$ cat src/rtl/mapper_pkg.sv
package mapper_pkg;
  localparam int ADDR_W  = 16;
  localparam int IDX_W   = 4;
  localparam int PAGE_W  = 12;
  localparam int BYTE_W  = 8;
  localparam int NCTL    = 2;
  localparam logic [ADDR_W-1:0] WIN_BASE = 16'h4000;

  typedef enum logic [0:0] {
    CTL_ACCESS = 1'b0,
    CTL_MAP    = 1'b1
  } ctl_bit_e;
endpackage

$ cat src/rtl/mapper_ctl.sv
module mapper_ctl
  import mapper_pkg::*;
#(
  parameter int NBITS = NCTL,
  localparam int SEL_W = (NBITS > 1) ? $clog2(NBITS) : 1
) (
  input  logic             clk,
  input  logic             rst,
  input  logic             sel,
  input  logic             we,
  input  logic [SEL_W-1:0] idx,
  input  logic             val,
  output logic             acc_en,
  output logic             map_en
);
  logic [NBITS-1:0] bits_q;

  // One latch per control bit, each written individually.
  for (genvar g = 0; g < NBITS; g++) begin : g_bit
    always_ff @(posedge clk) begin
      if (rst)
        bits_q[g] <= 1'b0;
      else if (sel && we && (idx == SEL_W'(g)))
        bits_q[g] <= val;
    end
  end

  assign acc_en = bits_q[CTL_ACCESS];
  assign map_en = bits_q[CTL_MAP];
endmodule

$ cat src/rtl/mapper_window.sv
module mapper_window
  import mapper_pkg::*;
#(
  parameter int A_W = ADDR_W,
  parameter int I_W = IDX_W,
  parameter int P_W = PAGE_W,
  parameter int B_W = BYTE_W,
  parameter logic [A_W-1:0] BASE = WIN_BASE,
  localparam int TAG_LSB = I_W + 1
) (
  input  logic [A_W-1:0] addr,
  input  logic           wr,
  input  logic           rd,
  input  logic           acc_en,
  input  logic [B_W-1:0] wdata,
  output logic           rf_we,
  output logic [I_W-1:0] rf_idx,
  output logic [P_W-1:0] rf_wdata,
  output logic           rd_hit
);
  logic in_win;

  // Word-spaced window: tag above the index, even byte addresses only.
  assign in_win   = (addr[A_W-1:TAG_LSB] == BASE[A_W-1:TAG_LSB]) && !addr[0];
  assign rf_idx   = addr[I_W:1];
  assign rf_we    = acc_en && wr && in_win;
  assign rd_hit   = acc_en && rd && in_win;
  assign rf_wdata = {{(P_W-B_W){1'b0}}, wdata};
endmodule

$ cat src/rtl/mapper_regfile.sv
module mapper_regfile
  import mapper_pkg::*;
#(
  parameter int I_W = IDX_W,
  parameter int P_W = PAGE_W,
  parameter int B_W = BYTE_W,
  localparam int NREG = 1 << I_W
) (
  input  logic           clk,
  input  logic           rst,
  input  logic           we,
  input  logic [I_W-1:0] widx,
  input  logic [P_W-1:0] wdata,
  input  logic [I_W-1:0] xidx,
  output logic [P_W-1:0] xpage,
  input  logic [I_W-1:0] ridx,
  output logic [B_W-1:0] rbyte
);
  logic [P_W-1:0] pages [NREG];

  always_ff @(posedge clk) begin
    if (rst) begin
      for (int i = 0; i < NREG; i++) pages[i] <= '0;
    end else if (we) begin
      pages[widx] <= wdata;
    end
  end

  // Translation port and window read port, both asynchronous.
  assign xpage = pages[xidx];
  assign rbyte = pages[ridx][B_W-1:0];
endmodule

$ cat src/rtl/mapper_xlat.sv
module mapper_xlat
  import mapper_pkg::*;
#(
  parameter int A_W = ADDR_W,
  parameter int I_W = IDX_W,
  parameter int P_W = PAGE_W,
  localparam int OFF_W  = A_W - I_W,
  localparam int PHYS_W = P_W + OFF_W
) (
  input  logic              map_en,
  input  logic [A_W-1:0]    addr,
  input  logic [P_W-1:0]    page,
  output logic [PHYS_W-1:0] phys
);
  always_comb begin
    if (map_en)
      phys = {page, addr[OFF_W-1:0]};
    else
      phys = {{(P_W-I_W){1'b0}}, addr};
  end
endmodule

$ cat src/rtl/page_mapper.sv
module page_mapper
  import mapper_pkg::*;
#(
  parameter int A_W = ADDR_W,
  parameter int I_W = IDX_W,
  parameter int P_W = PAGE_W,
  parameter int B_W = BYTE_W,
  parameter logic [A_W-1:0] BASE = WIN_BASE,
  localparam int OFF_W  = A_W - I_W,
  localparam int PHYS_W = P_W + OFF_W
) (
  input  logic              clk,
  input  logic              rst,
  input  logic              ctl_sel,
  input  logic              ctl_we,
  input  logic              ctl_idx,
  input  logic              ctl_val,
  input  logic [A_W-1:0]    cpu_addr,
  input  logic              cpu_wr,
  input  logic              cpu_rd,
  input  logic [B_W-1:0]    cpu_wdata,
  output logic [PHYS_W-1:0] phys_addr,
  output logic [B_W-1:0]    cpu_rdata
);
  logic           acc_en;
  logic           map_en;
  logic           rf_we;
  logic [I_W-1:0] rf_idx;
  logic [P_W-1:0] rf_wdata;
  logic           rd_hit;
  logic [P_W-1:0] xpage;
  logic [B_W-1:0] rbyte;

  mapper_ctl #(.NBITS(NCTL)) u_ctl (
    .clk    (clk),
    .rst    (rst),
    .sel    (ctl_sel),
    .we     (ctl_we),
    .idx    (ctl_idx),
    .val    (ctl_val),
    .acc_en (acc_en),
    .map_en (map_en)
  );

  mapper_window #(.A_W(A_W), .I_W(I_W), .P_W(P_W), .B_W(B_W), .BASE(BASE)) u_win (
    .addr     (cpu_addr),
    .wr       (cpu_wr),
    .rd       (cpu_rd),
    .acc_en   (acc_en),
    .wdata    (cpu_wdata),
    .rf_we    (rf_we),
    .rf_idx   (rf_idx),
    .rf_wdata (rf_wdata),
    .rd_hit   (rd_hit)
  );

  mapper_regfile #(.I_W(I_W), .P_W(P_W), .B_W(B_W)) u_rf (
    .clk   (clk),
    .rst   (rst),
    .we    (rf_we),
    .widx  (rf_idx),
    .wdata (rf_wdata),
    .xidx  (cpu_addr[A_W-1:OFF_W]),
    .xpage (xpage),
    .ridx  (rf_idx),
    .rbyte (rbyte)
  );

  mapper_xlat #(.A_W(A_W), .I_W(I_W), .P_W(P_W)) u_xlat (
    .map_en (map_en),
    .addr   (cpu_addr),
    .page   (xpage),
    .phys   (phys_addr)
  );

  always_ff @(posedge clk) begin
    if (rst)
      cpu_rdata <= '0;
    else
      cpu_rdata <= rd_hit ? rbyte : '0;
  end
endmodule

$ cat config.mk
export PLATFORM = sky130hd
export DESIGN_NAME = page_mapper
export DESIGN_NICKNAME = d
export VERILOG_FILES = /design/src/rtl/mapper_pkg.sv /design/src/rtl/mapper_ctl.sv /design/src/rtl/mapper_window.sv /design/src/rtl/mapper_regfile.sv /design/src/rtl/mapper_xlat.sv /design/src/rtl/page_mapper.sv
export SDC_FILE = /design/constraint.sdc
export NUM_CORES = 1
export LEC_CHECK = 0
export BUFFER_PORTS_ARGS = -buffer_cell sky130_fd_sc_hd__buf_2
export CORE_MARGIN = 4
export CORE_UTILIZATION = 30
export CTS_CLUSTER_DIAMETER = 30
export CTS_CLUSTER_SIZE = 14
export DETAILED_ROUTE_END_ITERATION = 8
export SLEW_MARGIN = 15
export SYNTH_ARGS = -nofsm -noshare
export SYNTH_HDL_FRONTEND = slang
export SYNTH_HIERARCHICAL = 1
export SYNTH_SLANG_ARGS = --single-unit
export TNS_END_PERCENT = 20
$ cat constraint.sdc
create_clock -name clk -period 3.9 [get_ports clk]
set_clock_uncertainty 0.05 [all_clocks]
set_input_delay 0.585 -clock clk [delete_from_list [all_inputs] [get_ports clk]]
set_output_delay 0.585 -clock clk [all_outputs]
set_load 0.01 [all_outputs]
* Word level (Yosys, flattened, before mapping)
Memories as Yosys holds them, arrays and structs flattened. A register that Yosys moved wholly into a read port is not among the register bits.
Index checks and enable logic that the tools add are counted.
** Cells by class
- Equal/unequal tests :: 1
- Multiplexer cells :: 9
- Bitwise operators :: 2
- Reduce and logical (&&, ||, !) cells :: 11
** Operators by type and width (count)
- 2-to-1 mux 24 bit :: 1
- equality test 11 x 10 -> 1 bit, second input constant :: 1
- logical AND 1 bit :: 8
- 2-to-1 mux 8 bit :: 1
- OR reduction 8 bit :: 1
- 2-to-1 mux 1 bit :: 6
- 2-to-1 mux 4 bit :: 1
- NOT 1 bit :: 2
- OR reduction 2 bit :: 1
- logical NOT 1 bit :: 1
** Word-level totals
- Register bits :: 2
- Bits in writable memories :: 128
- Input port bits :: 32
- Logic and storage cells :: 26
- Memories kept :: 1
** Memory list
- u_rf.pages :: words 16, width 8, rd ports 2, clocked after Yosys merged registers in 1, wr ports 16, RTL line mapper_regfile.sv:19 : logic [P_W-1:0] pages [NREG];

* Logic depth before layout (Yosys ltp)
Gate-level depths: netlist of the first run.
- Word-level depth :: 8
- Mapped depth :: 7

* Cells and area by module
Netlist of the first run, hierarchy kept.
** Modules (own cells, without submodules)
- mapper_regfile :: times used 1, cells each 625, area an instance 9641.7 um^2
- page_mapper :: times used 1, cells each 16, area an instance 230.2 um^2
- mapper_xlat :: times used 1, cells each 25, area an instance 211.5 um^2
- mapper_window :: times used 1, cells each 24, area an instance 176.4 um^2
- mapper_ctl :: times used 1, cells each 9, area an instance 91.3 um^2

* Worst setup path before layout of the first run
No wires, ideal clock.
- Path kind :: input-to-reg
- Start :: in cpu_addr[12]
- End :: mem u_rf/pages[0][0] in the netlist's numbering, enable pin
- Library setup time :: 0.321 ns
- Data arrival time :: 2.529 ns
- Setup slack :: 1.000 ns
- Stages on the path :: 5
- Cell sequence :: or4_1 > nor4_1 > or4b_1 > nor3_2 > or2_2
** RTL lines
- from (decl) :: RTL line page_mapper.sv:18 : input logic [A_W-1:0] cpu_addr,
- to (decl) :: RTL line mapper_regfile.sv:19

* Final worst setup path of the first run
- Start :: in cpu_addr[12]
- End :: out phys_addr[12]
** On the way
- Cells in the longest elaborated chain, start to end :: 2
** RTL lines
- memory (16 x 8 bit)
- via xpage[0] :: RTL line page_mapper.sv:31 : logic [P_W-1:0] xpage;
- 2-to-1 mux 24 bit :: RTL line mapper_xlat.sv:16 : if (map_en)
- to (decl) :: RTL line page_mapper.sv:22 : output logic [PHYS_W-1:0] phys_addr,
The timed path passes the listed nets, and every way through them passes these cells.

==> metrics.txt, run 1 <==
CTS tree=yes; Synth cell types=31; Starting Density=30.6%; Crit Path Class=input port to output pin; Resized Gates After CTS=0; Avg Cell Area, Syn=14.8 µm²; first-pass GRT wire length=39,500 µm; pre-CTS WS=0.584 ns; worst reg2reg path depth=6; # IOs=64; PD cells=482 mW/mm²; CP Launch Type=input port; area post-placement=0.0110 mm²; chip width=194 µm; Worst VDD drop=0.231 mV; adder-cell share of the synthesized area=0%; core area=0.0338 mm²; initial antenna violation count=0; final setup fails=0; Crit path arrival time=2.60 ns; Fin Setup TNS=0 ns; clock slew at reported path FFs=0.04 ns; Area Overhead vs Synth=18.0%; hold_buf cts=0; RD Place Congestion=0.781; Final Cycle Share=83.0%; vias in the first global route=6,362; commonest non-fill, non-tap cell in the layout=and2_1; maximum number of pins on one net before global-route repair=50; Synth Register Bits=202; Crit Path Max Fanout=15; Synth area leader=edfxtp_1; Rows=67; Gate Count Post-Synth=699; final net count=780; later-pin clock latency in the skew report=0.49 ns; synth warn=6; xor/xnor cell area share of the yosys netlist=0%; wirelength, routed=26,100 µm; DRC Markers=0; hold_ws=0.339 ns; Vias/cell=4.86; sequential share of the synthesized area=57.6%; DP HPWL=17,600 µm; design area=0.0122 mm²; Fin. Hold Viols=0; Setup crit end kind=output pin; Max Cap Viol=0; synth top area cells=edfxtp_1 56%, mux4_2 17%, and2_1 12%, a22oi_1 2.9%, buf_4 2.2%; share of layout cells above drive strength 1=32.3%; total number of vias=5,944; Pins Over Slew Limit=0; all-layer global routing usage=13.7%; top-area cell type share of the netlist area=55.7%; DIE AREA=0.0375 mm²; drt first pass iters=4; CTS max path bufs=3; simple logic cell fraction of the synthesized area=17.0%; CTS root buf=clkbuf_16; pin slew with the least headroom to its limit=0.769 ns; post-synth design cell area=0.0104 mm²; Max H-tree Level=2; commonest cells after routing, fill and taps aside=196 x and2_1, 192 x edfxtp_1, 80 x mux4_2, 62 x buf_2, 42 x clkbuf_16; setup bufs post-CTS=0; timing-limited maximum frequency=309 MHz; CTS Buf Count=38; largest family of logic cells by synthesized area=multiplexers; setup ws final=0.662 ns; Die Ht=194 µm; WP data required=3.26 ns; RSZ-0062 raised after global routing=false; relative slew slack=48.7%; antenna viol nets, final=0; complex-gate fraction of the synthesized area=2.90%; WL per Instance=21.3 µm; mux cell area share after synthesis=18.1%; CTS Sinks=202; worst hold path class=input port to flip-flop; outcome=complete, no violations; IO buf count=63; leakage power=4.61 nW; Iter 0 DRT Violations=520; Hold Path Depth=3; global route total overflow=0; Period minus WS final=3.24 ns
[critical path, stage by stage]
cell and delay, ns:
buf_4 0.26, buf_4 0.36, mux4_2 0.54, a22oi_1 0.27, nand2_1 0.13, mux2_2 0.30
buf_2 0.14
[cells in the mapped netlist, drive strengths merged]
cell,number
and3b,8
buf,47
nor3,4
mux4,80
nand3,1
and2,202
or4,2
nand2b,5
nor4,2
dfxtp,10
edfxtp,192
nand3b,2
conb,1
mux2,4
or2,16
a22oi,40
clkbuf,36
or3b,2
nor2,14
or4b,1
mux2i,2
nand4b,1
nand4bb,2
nor2b,4
nand2,21
[layer usage]
metal | track usage, % | share of wire [%] | vias up | wire length [µm]
li1 | - | - | 2702 | -
met1 | 17.1 | 40 | 3006 | 10600
met2 | 23.8 | 51 | 190 | 13400
met3 | 3.27 | 5.9 | 46 | 1540
met4 | 4.12 | 2.5 | 0 | 641
met5 | 0 | 0 | - | 0
[kinds of logic after synthesis]
logic type / after synthesis
AO/OA/AOI/OAI: 40
buffers and inverters: 83
flip-flops: 202
multiplexers: 86
other: 1
AND/OR/NAND/NOR: 287
[cell type report]
class	count	area, µm²
diodes	2	5.00
clock buffers	48	1070
clock inverters	18	121
fillers	3168	21600
multi-input cells	417	3950
flip-flops and latches	202	5970
well taps	448	561
repair buffers	89	538
[power breakdown]
group	internal (mW)	switching, mW
combinational	0.167	0.226
sequential	2.44	0.0322
clock	2.00	1.02
[state kept, by name, summed over array words and instances (netlist names)]
signal and cells:
u_rf/pages 192, u_ctl/acc_en 1, u_ctl/map_en 1, cpu_rdata 8
[worst paths after layout]
| check | startpoint | end | slack [ns] |
|---|---|---|---|
| worst max-delay path | cpu_addr[12] | phys_addr[12] | 0.66 |
| worst min-delay path | ctl_we | u_ctl/map_en$_SDFFE_PP0P_ | 0.34 |
| worst max register to register | u_ctl/acc_en$_SDFFE_PP0P_ | u_rf/pages[3][5]$_SDFFCE_PN0P_ | 1.50 |
| worst min register to register | u_ctl/acc_en$_SDFFE_PP0P_ | u_ctl/acc_en$_SDFFE_PP0P_ | 0.45 |
[metrics by stage]
stage | power, mW | util, % | instances
6_report | 5.88 | 36.2 | 1224
5_1_grt | 6.08 | 36.1 | 1222
4_1_cts | 5.93 | 36.1 | 1222
3_5_place_dp | 2.90 | 32.6 | 1156
3_3_place_gp | 2.90 | 32.6 | 1156
2_1_floorplan | 2.78 | - | 702
Power figures use the tool's default switching activity.
==> run 2, diff against run 1 <==
clock period = 3.2 ns   (was 3.9 ns; I/O delays follow)
==> metrics.txt, run 2 (synthesis gave the netlist of run 1 again) <==
Fin Setup TNS=0 ns; commonest cells after routing, fill and taps aside=196 x and2_1, 192 x edfxtp_1, 80 x mux4_2, 62 x buf_2, 40 x a22oi_1; timing-limited maximum frequency=334 MHz; maximum number of pins on one net before global-route repair=50; worst r2r src=u_ctl/acc_en$_SDFFE_PP0P_; Starting Density=30.6%; number of fill cells in the layout=3,181; fin util=36.3%; Setup crit end kind=output pin; first-pass GRT wire length=39,500 µm; worst hold path class=input port to flip-flop; Crit Reg-Reg Endpoint=u_rf/pages[0][8]$_SDFFCE_PN0P_; DRC Markers=0; register area=0.00597 mm²; max reg flops=192; Crit path arrival time=2.46 ns; WL per Instance=21.3 µm; Max H-tree Level=2; WP data required=2.67 ns; worst min-delay path startpoint=ctl_val; vias in the first global route=6,269; DIE AREA=0.0375 mm²; initial antenna violation count=0; CTS root buf=clkbuf_16; CTS Sinks=202; Crit Path Class=input port to output pin; Resized Gates After CTS=0; all-layer global routing usage=13.7%; outcome=complete, no violations; share of layout cells above drive strength 1=32.9%; largest register by flop count=u_rf/pages; relative slew slack=24.7%; wirelength, routed=26,100 µm; RD Place Congestion=0.820; final setup fails=0; Pins Over Slew Limit=0; Max Cap Viol=0; crit path to=phys_addr[12]; antenna viol nets, final=0; Ant. Diodes=0; worst reg2reg path depth=6; global route total overflow=0; CP Launch Type=input port; CTS max path bufs=3; PD cells=597 mW/mm²; clock slew at reported path FFs=0.05 ns; Vias/cell=4.91; hold_buf cts=0; drt first pass iters=7; IO buf count=63; Crit Path Max Fanout=49; RSZ-0062 raised after global routing=false; Multi-input gate area=0.00395 mm²; total number of vias=6,006; chip width=194 µm; Period minus WS final=2.99 ns; # IOs=64; critical path startpoint=cpu_addr[12]; Fin. Hold Viols=0; Worst VDD drop=0.377 mV; Iter 0 DRT Violations=519; leakage power=4.60 nW; Die Ht=194 µm; CTS tree=yes; core area=0.0338 mm²; Regs by FF count=u_rf/pages (192), cpu_rdata (8); Rows=67; reg2reg setup slack=0.82 ns; pin slew with the least headroom to its limit=1.13 ns; Area Overhead vs Synth=18.4%; DP HPWL=17,000 µm; setup bufs post-CTS=0; later-pin clock latency in the skew report=0.51 ns; CTS Buf Count=37; final net count=777; Final Cycle Share=93.5%; commonest non-fill, non-tap cell in the layout=and2_1
-- run 2: cell type report --
| cell class | count | share of cell area, % |
|---|---|---|
| clock inverter | 24 | 1.96 |
| timing repair buffer | 87 | 4.47 |
| tap | 448 | 4.57 |
| multi-input combinational | 417 | 32.2 |
| sequential | 202 | 48.7 |
| clock buffer | 44 | 8.11 |
-- run 2: per-layer routing --
layer | wire (µm) | up-vias | GRT usage, % | part of all wire (%)
met5 | 0 | - | 0 | 0
met4 | 561 | 0 | 4.51 | 2.2
met3 | 1570 | 48 | 2.55 | 6.0
met2 | 12700 | 201 | 22.8 | 49
met1 | 11200 | 3050 | 18.3 | 43
li1 | - | 2707 | - | -
-- run 2: how the worst min path moves through the flow --
stage | end | cells past startpoint
2_1_floorplan | u_ctl/acc_en$_SDFFE_PP0P_ | 2
3_3_place_gp | u_ctl/acc_en$_SDFFE_PP0P_ | 2
3_5_place_dp | u_ctl/acc_en$_SDFFE_PP0P_ | 2
4_1_cts | u_ctl/acc_en$_SDFFE_PP0P_ | 3
5_1_grt | u_ctl/acc_en$_SDFFE_PP0P_ | 3
6_report | u_ctl/acc_en$_SDFFE_PP0P_ | 3
-- run 2: report_power, final --
part           total (mW)  switching (mW)  internal, mW  leakage, nW
combinational       0.486           0.282         0.204         1.95
clock                3.82            1.33          2.49        0.588
sequential           3.01          0.0367          2.97         2.07
-- run 2: metrics by stage --
| stage | instance area (µm²) | power, mW | instances | hold WS, ns | setup WS, ns |
|---|---|---|---|---|---|
| after global placement | 11000 | 3.54 | 1154 | 0.435 | 0.127 |
| after detailed placement | 11000 | 3.54 | 1154 | 0.454 | 0.0637 |
| after CTS | 12300 | 7.39 | 1222 | 0.215 | 0.203 |
| after floorplan | 10400 | 3.39 | 702 | 0.402 | 0.405 |
| after global routing | 12300 | 7.56 | 1222 | 0.249 | 0.0939 |
| final | 12300 | 7.32 | 1222 | 0.227 | 0.208 |
-- run 2: critical path, cell delays in order --
cell and delay, ns:
buf_4 0.10, buf_12 0.35, mux4_2 0.56, a22oi_1 0.32, nand2_1 0.17, mux2_2 0.30, buf_2 0.14
